File: src/rtl/fmac_pkg.sv
package fmac_pkg;
   typedef enum logic [0:0] {
      MUL_NATIVE    = 1'b0,
      MUL_SHIFT_ADD = 1'b1
   } mul_style_e;

   localparam int unsigned FMAC_OP_W_DEF    = 16;
   localparam int unsigned FMAC_GUARD_W_DEF = 4;
endpackage

File: src/rtl/fmac_mult.sv
module fmac_mult #(
   parameter int unsigned            OP_W      = 16,
   parameter int unsigned            ACC_W     = 36,
   parameter fmac_pkg::mul_style_e   MUL_STYLE = fmac_pkg::MUL_NATIVE
) (
   input  logic [OP_W-1:0]  mul_a,
   input  logic [OP_W-1:0]  mul_b,
   output logic [ACC_W-1:0] prod_aligned
);
   localparam int unsigned PROD_W = 2 * OP_W;
   localparam int unsigned EXT_W  = ACC_W - PROD_W;

   logic signed [PROD_W-1:0] raw_prod;
   logic signed [ACC_W-1:0]  prod_ext;

   generate
      if (ACC_W <= PROD_W) begin : g_bad_width
         $error("fmac_mult: accumulator needs at least one guard bit");
      end

      if (MUL_STYLE == fmac_pkg::MUL_NATIVE) begin : g_native
         assign raw_prod = $signed(mul_a) * $signed(mul_b);
      end else begin : g_shift_add
         logic signed [PROD_W-1:0] a_wide;
         logic signed [PROD_W-1:0] pp_sum;
         assign a_wide = {{OP_W{mul_a[OP_W-1]}}, mul_a};
         always_comb begin
            pp_sum = '0;
            for (int i = 0; i < int'(OP_W) - 1; i++) begin
               if (mul_b[i]) pp_sum = pp_sum + (a_wide <<< i);
            end
            if (mul_b[OP_W-1]) pp_sum = pp_sum - (a_wide <<< (OP_W - 1));
         end
         assign raw_prod = pp_sum;
      end
   endgenerate

   // sign-extend first, then shift, so the -1 x -1 product stays positive
   assign prod_ext     = {{EXT_W{raw_prod[PROD_W-1]}}, raw_prod};
   assign prod_aligned = prod_ext <<< 1;
endmodule

File: src/rtl/fmac_accum.sv
module fmac_accum #(
   parameter int unsigned ACC_W = 36
) (
   input  logic [ACC_W-1:0] acc_val,
   input  logic [ACC_W-1:0] prod_val,
   input  logic             do_sub,
   output logic [ACC_W-1:0] sum_val
);
   logic [ACC_W-1:0] addend;
   logic             carry_in;

   // subtraction as add of the inverted operand plus one
   assign addend   = do_sub ? ~prod_val : prod_val;
   assign carry_in = do_sub;
   assign sum_val  = acc_val + addend + ACC_W'(carry_in);
endmodule

File: src/rtl/fmac_round.sv
module fmac_round #(
   parameter int unsigned ACC_W = 36,
   parameter int unsigned LO_W  = 16
) (
   input  logic [ACC_W-1:0] pre_round,
   output logic [ACC_W-1:0] rounded
);
   localparam int unsigned HI_W = ACC_W - LO_W;
   localparam logic [LO_W-1:0] HALF = {1'b1, {(LO_W-1){1'b0}}};

   logic [LO_W-1:0] low_part;
   logic [HI_W-1:0] high_part;
   logic            above_half;
   logic            at_half;
   logic            bump;

   generate
      if (LO_W < 2 || HI_W < 1) begin : g_bad_split
         $error("fmac_round: invalid word split");
      end
   endgenerate

   assign low_part   = pre_round[LO_W-1:0];
   assign high_part  = pre_round[ACC_W-1:LO_W];
   assign above_half = low_part > HALF;
   assign at_half    = low_part == HALF;
   assign bump       = above_half | (at_half & high_part[0]);
   assign rounded    = {high_part + HI_W'(bump), {LO_W{1'b0}}};
endmodule

File: src/rtl/fmac_conv_round.sv
module fmac_conv_round #(
   parameter int unsigned          OP_W      = fmac_pkg::FMAC_OP_W_DEF,
   parameter int unsigned          GUARD_W   = fmac_pkg::FMAC_GUARD_W_DEF,
   parameter fmac_pkg::mul_style_e MUL_STYLE = fmac_pkg::MUL_NATIVE
) (
   input  logic                          clk,
   input  logic                          rst,
   input  logic                          in_vld,
   input  logic [OP_W-1:0]               op_a,
   input  logic [OP_W-1:0]               op_b,
   input  logic [GUARD_W+2*OP_W-1:0]     acc_in,
   input  logic                          neg_prod,
   input  logic                          add_only,
   output logic [GUARD_W+2*OP_W-1:0]     acc_out,
   output logic                          out_vld
);
   localparam int unsigned ACC_W = GUARD_W + 2 * OP_W;
   localparam int unsigned LO_W  = OP_W;
   localparam int unsigned HI_W  = ACC_W - LO_W;
   localparam logic [LO_W-1:0] HALF = {1'b1, {(LO_W-1){1'b0}}};

   generate
      if (OP_W < 2) begin : g_bad_op
         $error("fmac_conv_round: OP_W must be at least 2");
      end
      if (GUARD_W < 1) begin : g_bad_guard
         $error("fmac_conv_round: GUARD_W must be at least 1");
      end
   endgenerate

   logic [ACC_W-1:0] prod_w;
   logic [ACC_W-1:0] sum_w;
   logic [ACC_W-1:0] rnd_w;
   logic             sub_sel;
   logic [ACC_W-1:0] acc_q;
   logic             vld_q;

   assign sub_sel = neg_prod & ~add_only;

   fmac_mult #(.OP_W(OP_W), .ACC_W(ACC_W), .MUL_STYLE(MUL_STYLE)) u_mult (
      .mul_a        (op_a),
      .mul_b        (op_b),
      .prod_aligned (prod_w)
   );

   fmac_accum #(.ACC_W(ACC_W)) u_accum (
      .acc_val  (acc_in),
      .prod_val (prod_w),
      .do_sub   (sub_sel),
      .sum_val  (sum_w)
   );

   fmac_round #(.ACC_W(ACC_W), .LO_W(LO_W)) u_round (
      .pre_round (sum_w),
      .rounded   (rnd_w)
   );

   always_ff @(posedge clk) begin
      if (rst) begin
         acc_q <= '0;
         vld_q <= 1'b0;
      end else begin
         vld_q <= in_vld;
         if (in_vld) acc_q <= rnd_w;
      end
   end

   assign acc_out = acc_q;
   assign out_vld = vld_q;

   assert_add_only_R4: assert property (@(posedge clk) disable iff (rst)
      (in_vld && add_only) |-> (sum_w == acc_in + prod_w));

   assert_incr_bound_R5: assert property (@(posedge clk) disable iff (rst)
      in_vld |-> ((rnd_w[ACC_W-1:LO_W] - sum_w[ACC_W-1:LO_W]) <= HI_W'(1)));

   assert_below_half_R5: assert property (@(posedge clk) disable iff (rst)
      (in_vld && (sum_w[LO_W-1:0] < HALF)) |-> (rnd_w[ACC_W-1:LO_W] == sum_w[ACC_W-1:LO_W]));

   assert_tie_even_R6: assert property (@(posedge clk) disable iff (rst)
      (in_vld && (sum_w[LO_W-1:0] == HALF)) |-> (rnd_w[LO_W] == 1'b0));

   assert_low_clear_R7: assert property (@(posedge clk) disable iff (rst)
      in_vld |=> (acc_out[LO_W-1:0] == '0));

   assert_vld_follow_R9: assert property (@(posedge clk) disable iff (rst)
      in_vld |=> out_vld);

   assert_vld_idle_R9: assert property (@(posedge clk) disable iff (rst)
      !in_vld |=> !out_vld);

   assert_hold_R9: assert property (@(posedge clk) disable iff (rst)
      !in_vld |=> $stable(acc_out));
endmodule

File: config.mk
export PLATFORM = sky130hd
export DESIGN_NAME = fmac_conv_round
export DESIGN_NICKNAME = d
export VERILOG_FILES = /design/src/rtl/fmac_pkg.sv /design/src/rtl/fmac_mult.sv /design/src/rtl/fmac_accum.sv /design/src/rtl/fmac_round.sv /design/src/rtl/fmac_conv_round.sv
export SDC_FILE = /design/constraint.sdc
export NUM_CORES = 1
export LEC_CHECK = 0
export BUFFER_PORTS_ARGS = -buffer_cell sky130_fd_sc_hd__buf_2
export CAP_MARGIN = 30
export CORE_MARGIN = 3
export CORE_UTILIZATION = 45
export DETAILED_ROUTE_END_ITERATION = 6
export PLACE_DENSITY = 0.65
export REMOVE_ABC_BUFFERS = 1
export SLEW_MARGIN = 0
export SYNTH_ARGS = -nofsm -noshare
export SYNTH_HDL_FRONTEND = slang
export SYNTH_SLANG_ARGS = --single-unit
export TNS_END_PERCENT = 1
File: constraint.sdc
create_clock -name clk -period 9.55 [get_ports clk]
set_input_delay 1.4325 -clock clk [delete_from_list [all_inputs] [get_ports clk]]
set_output_delay 1.4325 -clock clk [all_outputs]
set_load 0.03 [all_outputs]
==> results by group <==
STA
  • Clk_skew: 0 ps
  • Relative slew slack: 49.2%
  • Unrepaired setup endpoints after global routing: yes
  • Peak clock frequency supported by timing: 108 MHz
  • Final max-slew violation count: 0
  • Final hold violations: 0
  • Slew at the pin with the worst max-slew slack: 760 ps
  • Final setup violation count: 0
  • Period utilization: 97.3%
  • Final WS setup: 261 ps
  • Time the worst path needs with I/O delays and setup: 9290 ps

Placement
  • Worst slack at placement: -497 ps
  • Total of buffers placed on input and output ports: 93
  • Post-detailed-placement half-perimeter wirelength: 29400 µm
  • Weighted congestion reported at the end of routability-driven placement: 0.908
  • Placed cell area: 15700 µm²

Global routing
  • Met3 track demand over resource: 0.826%
  • Number of global-route vias before repair: 11.6k
  • Routing layer with the top usage in global route: met2
  • Aggregate global-route resource usage: 20.7%
  • Number of antenna violations at the first check in global routing: 0
  • Met1 usage in global routing: 28.6%
  • First-pass GRT wire length: 54400 µm
  • Leftover overflow at the end of global routing: 0
  • Global-route track usage on met2: 36.7%
  • Largest net degree at the start of global routing: 32

Worst setup path
  • Number of cell instances on the worst register-to-register path: 3
  • FF-to-FF End: acc_out[32]
  • Setup crit end kind: flop
  • Crit path max-delay cell type: sky130_fd_sc_hd__fa_1
  • Register-to-register setup slack: 8810 ps
  • Destination of the critical timing path: acc_out[35]
  • Category of cells accounting for the largest share of critical-path delay: adder cells
  • Worst-path maximum fanout: 4
  • Number of cells on the critical path: 41
  • Worst path buffer plus inverter count: 5
  • Arr. time, crit path: 9420 ps
  • Peak per-stage delay on the critical path: 560 ps
  • Most repeated library cell on the critical path: sky130_fd_sc_hd__fa_1
  • Critical path required time: 9680 ps
  • Worst Setup Path Type: input port to flop
  • Start point of the critical path: op_a[3]
  • Reg-to-reg startpoint: acc_out[32]
  • Element type at the critical path start: input port

Drt
  • Number of violations reported at the end of detailed-routing iteration 0: 517
  • Final wirelength: 33300 µm
  • Via count of the routed design: 11.4k
  • Detailed Routing Iterations Pass 1: 5
  • Via density per instance: 5.11
  • Routed len/inst: 15.0 µm
  • Drt drc: 0
  • Number of nets with antenna violations after detailed routing: 0

Clock network
  • Number of buffers added by the clock tree synthesis step: 3
  • Library cell used as clock root buffer: sky130_fd_sc_hd__clkbuf_16
  • Reg clk slew, reported paths: 60 ps
  • Number of levels in the clock H-tree: 1
  • Later-pin clock latency in the skew report: 250 ps
  • Number of buffers inserted for hold repair after clock tree synthesis: 0
  • Clk sinks: 21
  • Maximum clock path buffer count: 2
  • CTS tree: done

Final layout
  • Layout net count: 2298
  • Core utilization of the finished layout: 56.2%
  • Antenna diodes: 0
  • Share of post-route cells with drive strength above 1: 22.1%
  • Post-route standard cell area excluding fillers: 16400 µm²
  • Layout-stage area growth over the synthesis result: 21.4%

Logic synthesis
  • Predominant post-synthesis flop cell: sky130_fd_sc_hd__dfxtp_1
  • Leading post-synthesis cells by cell area: sky130_fd_sc_hd__fa_1, sky130_fd_sc_hd__ha_1, sky130_fd_sc_hd__inv_1, sky130_fd_sc_hd__and2_1, sky130_fd_sc_hd__nand2_1
  • Biggest area consumer among synthesized cells: sky130_fd_sc_hd__fa_1
  • Syn_area_per_cell: 8.57 µm²
  • Distinct cell type count after synthesis: 77
  • Total standard cell area after synthesis: 13500 µm²
  • Flop and latch count out of synthesis: 21
  • Area share of the largest cell type after synthesis: 39.1%
  • Yosys Warn Count: 0
  • Number of synthesized flops with an enable pin: 0
  • Most frequent cell after synthesis: sky130_fd_sc_hd__inv_1
  • Sequential share of the synthesized area: 3.12%
  • Number of instances in the synthesized netlist: 1572
  • Share of async-settable or async-resettable flops after synthesis: 0%
  • Top cells by instance count after synthesis: sky130_fd_sc_hd__inv_1, sky130_fd_sc_hd__fa_1, sky130_fd_sc_hd__nand2_1

Die
  • Standard-cell row count: 62
  • Horizontal die dimension: 179 µm
  • DIE HEIGHT: 179 µm
  • Starting density of the core: 46.3%
  • Total I/O pin count: 110
  • Die footprint: 32100 µm²
  • Core area: 29100 µm²

Run
  • Max-cap violation count: 0

Status
  • Outcome: complete, no violations

Min path
  • Depth of the worst hold-timing path: 2
  • Worst hold path class: flop to flop
cells in the final DEF, fill, tap and decap left out, types with 4 or more instances in the layout:
cell | netlist | routed
sky130_fd_sc_hd__o211ai_1 | 4 | 4
sky130_fd_sc_hd__inv_2 | 0 | 5
sky130_fd_sc_hd__xor2_1 | 43 | 42
sky130_fd_sc_hd__ha_4 | 0 | 7
sky130_fd_sc_hd__mux2i_1 | 8 | 8
sky130_fd_sc_hd__nor2b_1 | 10 | 9
sky130_fd_sc_hd__or3_1 | 7 | 7
sky130_fd_sc_hd__nand2b_1 | 14 | 14
sky130_fd_sc_hd__and3_1 | 17 | 13
sky130_fd_sc_hd__buf_2 | 1 | 91
sky130_fd_sc_hd__nand2_1 | 183 | 181
sky130_fd_sc_hd__xnor2_1 | 66 | 62
sky130_fd_sc_hd__a21oi_1 | 46 | 33
sky130_fd_sc_hd__o21ai_0 | 30 | 25
sky130_fd_sc_hd__a21oi_2 | 2 | 15
sky130_fd_sc_hd__nand4_1 | 13 | 13
sky130_fd_sc_hd__fa_1 | 263 | 259
sky130_fd_sc_hd__a21o_1 | 27 | 26
sky130_fd_sc_hd__inv_1 | 314 | 309
sky130_fd_sc_hd__fa_2 | 0 | 4
sky130_fd_sc_hd__and2_4 | 0 | 7
sky130_fd_sc_hd__and3_4 | 0 | 4
sky130_fd_sc_hd__a211oi_1 | 18 | 16
sky130_fd_sc_hd__xnor2_2 | 0 | 4
sky130_fd_sc_hd__and2_1 | 120 | 113
sky130_fd_sc_hd__buf_4 | 16 | 209
sky130_fd_sc_hd__dfxtp_1 | 21 | 21
sky130_fd_sc_hd__nor3_1 | 11 | 9
sky130_fd_sc_hd__o21ai_1 | 5 | 10
sky130_fd_sc_hd__buf_6 | 0 | 8
sky130_fd_sc_hd__nor2_1 | 58 | 57
sky130_fd_sc_hd__a31oi_1 | 10 | 10
sky130_fd_sc_hd__conb_1 | 1 | 16
sky130_fd_sc_hd__ha_2 | 0 | 4
sky130_fd_sc_hd__o21bai_1 | 5 | 5
sky130_fd_sc_hd__nand3_1 | 16 | 16
sky130_fd_sc_hd__ha_1 | 121 | 110
sky130_fd_sc_hd__buf_8 | 0 | 4
sky130_fd_sc_hd__nor4_1 | 5 | 4
how the worst min path moves through the flow:
| stage | from | to | slack, ps |
|---|---|---|---|
| 2_1_floorplan | acc_out[19] | acc_out[19] | 600 |
| 3_3_place_gp | acc_out[20] | acc_out[20] | 470 |
| 3_5_place_dp | acc_out[28] | acc_out[28] | 480 |
| 4_1_cts | acc_out[28] | acc_out[28] | 490 |
| 5_1_grt | acc_out[34] | acc_out[34] | 510 |
| 6_report | acc_out[28] | acc_out[28] | 480 |
state kept, by name, summed over array words and instances (netlist names):
| register | cells |
|---|---|
| acc_out | 20 |
| out_vld | 1 |
tightest hold or removal path: cells and delay by family, from the launching register on:
family | cells | cell delay (ps)
compound gates | 1 | 50
flops | 1 | 310
simple gates | 1 | 80
per-layer routing:
metal | wire length [µm] | part of all wire [%] | vias to the layer above
met4 | 518 | 1.6 | 0
li1 | - | - | 5416
met5 | 0 | 0 | -
met3 | 1480 | 4.4 | 46
met1 | 14400 | 43 | 5628
met2 | 16900 | 51 | 275
cells by family (layout without fill, tap and decap cells):
family	count (synthesis)	in the layout	synth area share, %
fa+ha+maj	384	384	50.3
simple gates	479	479	18.0
flops	21	21	3.12
mux	9	9	0.678
other cells	1	16	0.0278
xor+xnor	109	109	7.08
buf+inv	377	630	11.0
compound gates	192	192	9.85
area by class of cell:
cell class	instances	area (µm²)
Fill cell	2593	12700
Timing Repair Buffer	312	2170
Multi-Input combinational cell	1189	12000
Inverter	314	1180
Tap cell	384	480
Clock inverter	1	5.00
Sequential cell	21	420
Clock buffer	3	75.1
timing repair:
item | in CTS | in global routing
gates resized for setup | 12 | 91
setup buffers | 2 | 17
pin swaps | 9 | 76
endpoints found under the setup margin | 8 | 14
per-stage QoR:
stage	hold slack (ps)	instances	setup TNS, ps
6_report	484	2224	0
5_1_grt	508	2224	-460
4_1_cts	488	2207	0
3_5_place_dp	480	2201	-3830
3_3_place_gp	471	2201	-1960
2_1_floorplan	600	1524	-114
Power is not shown: default switching activity piles up to over one toggle a cycle in this logic, so the estimate is an artifact.
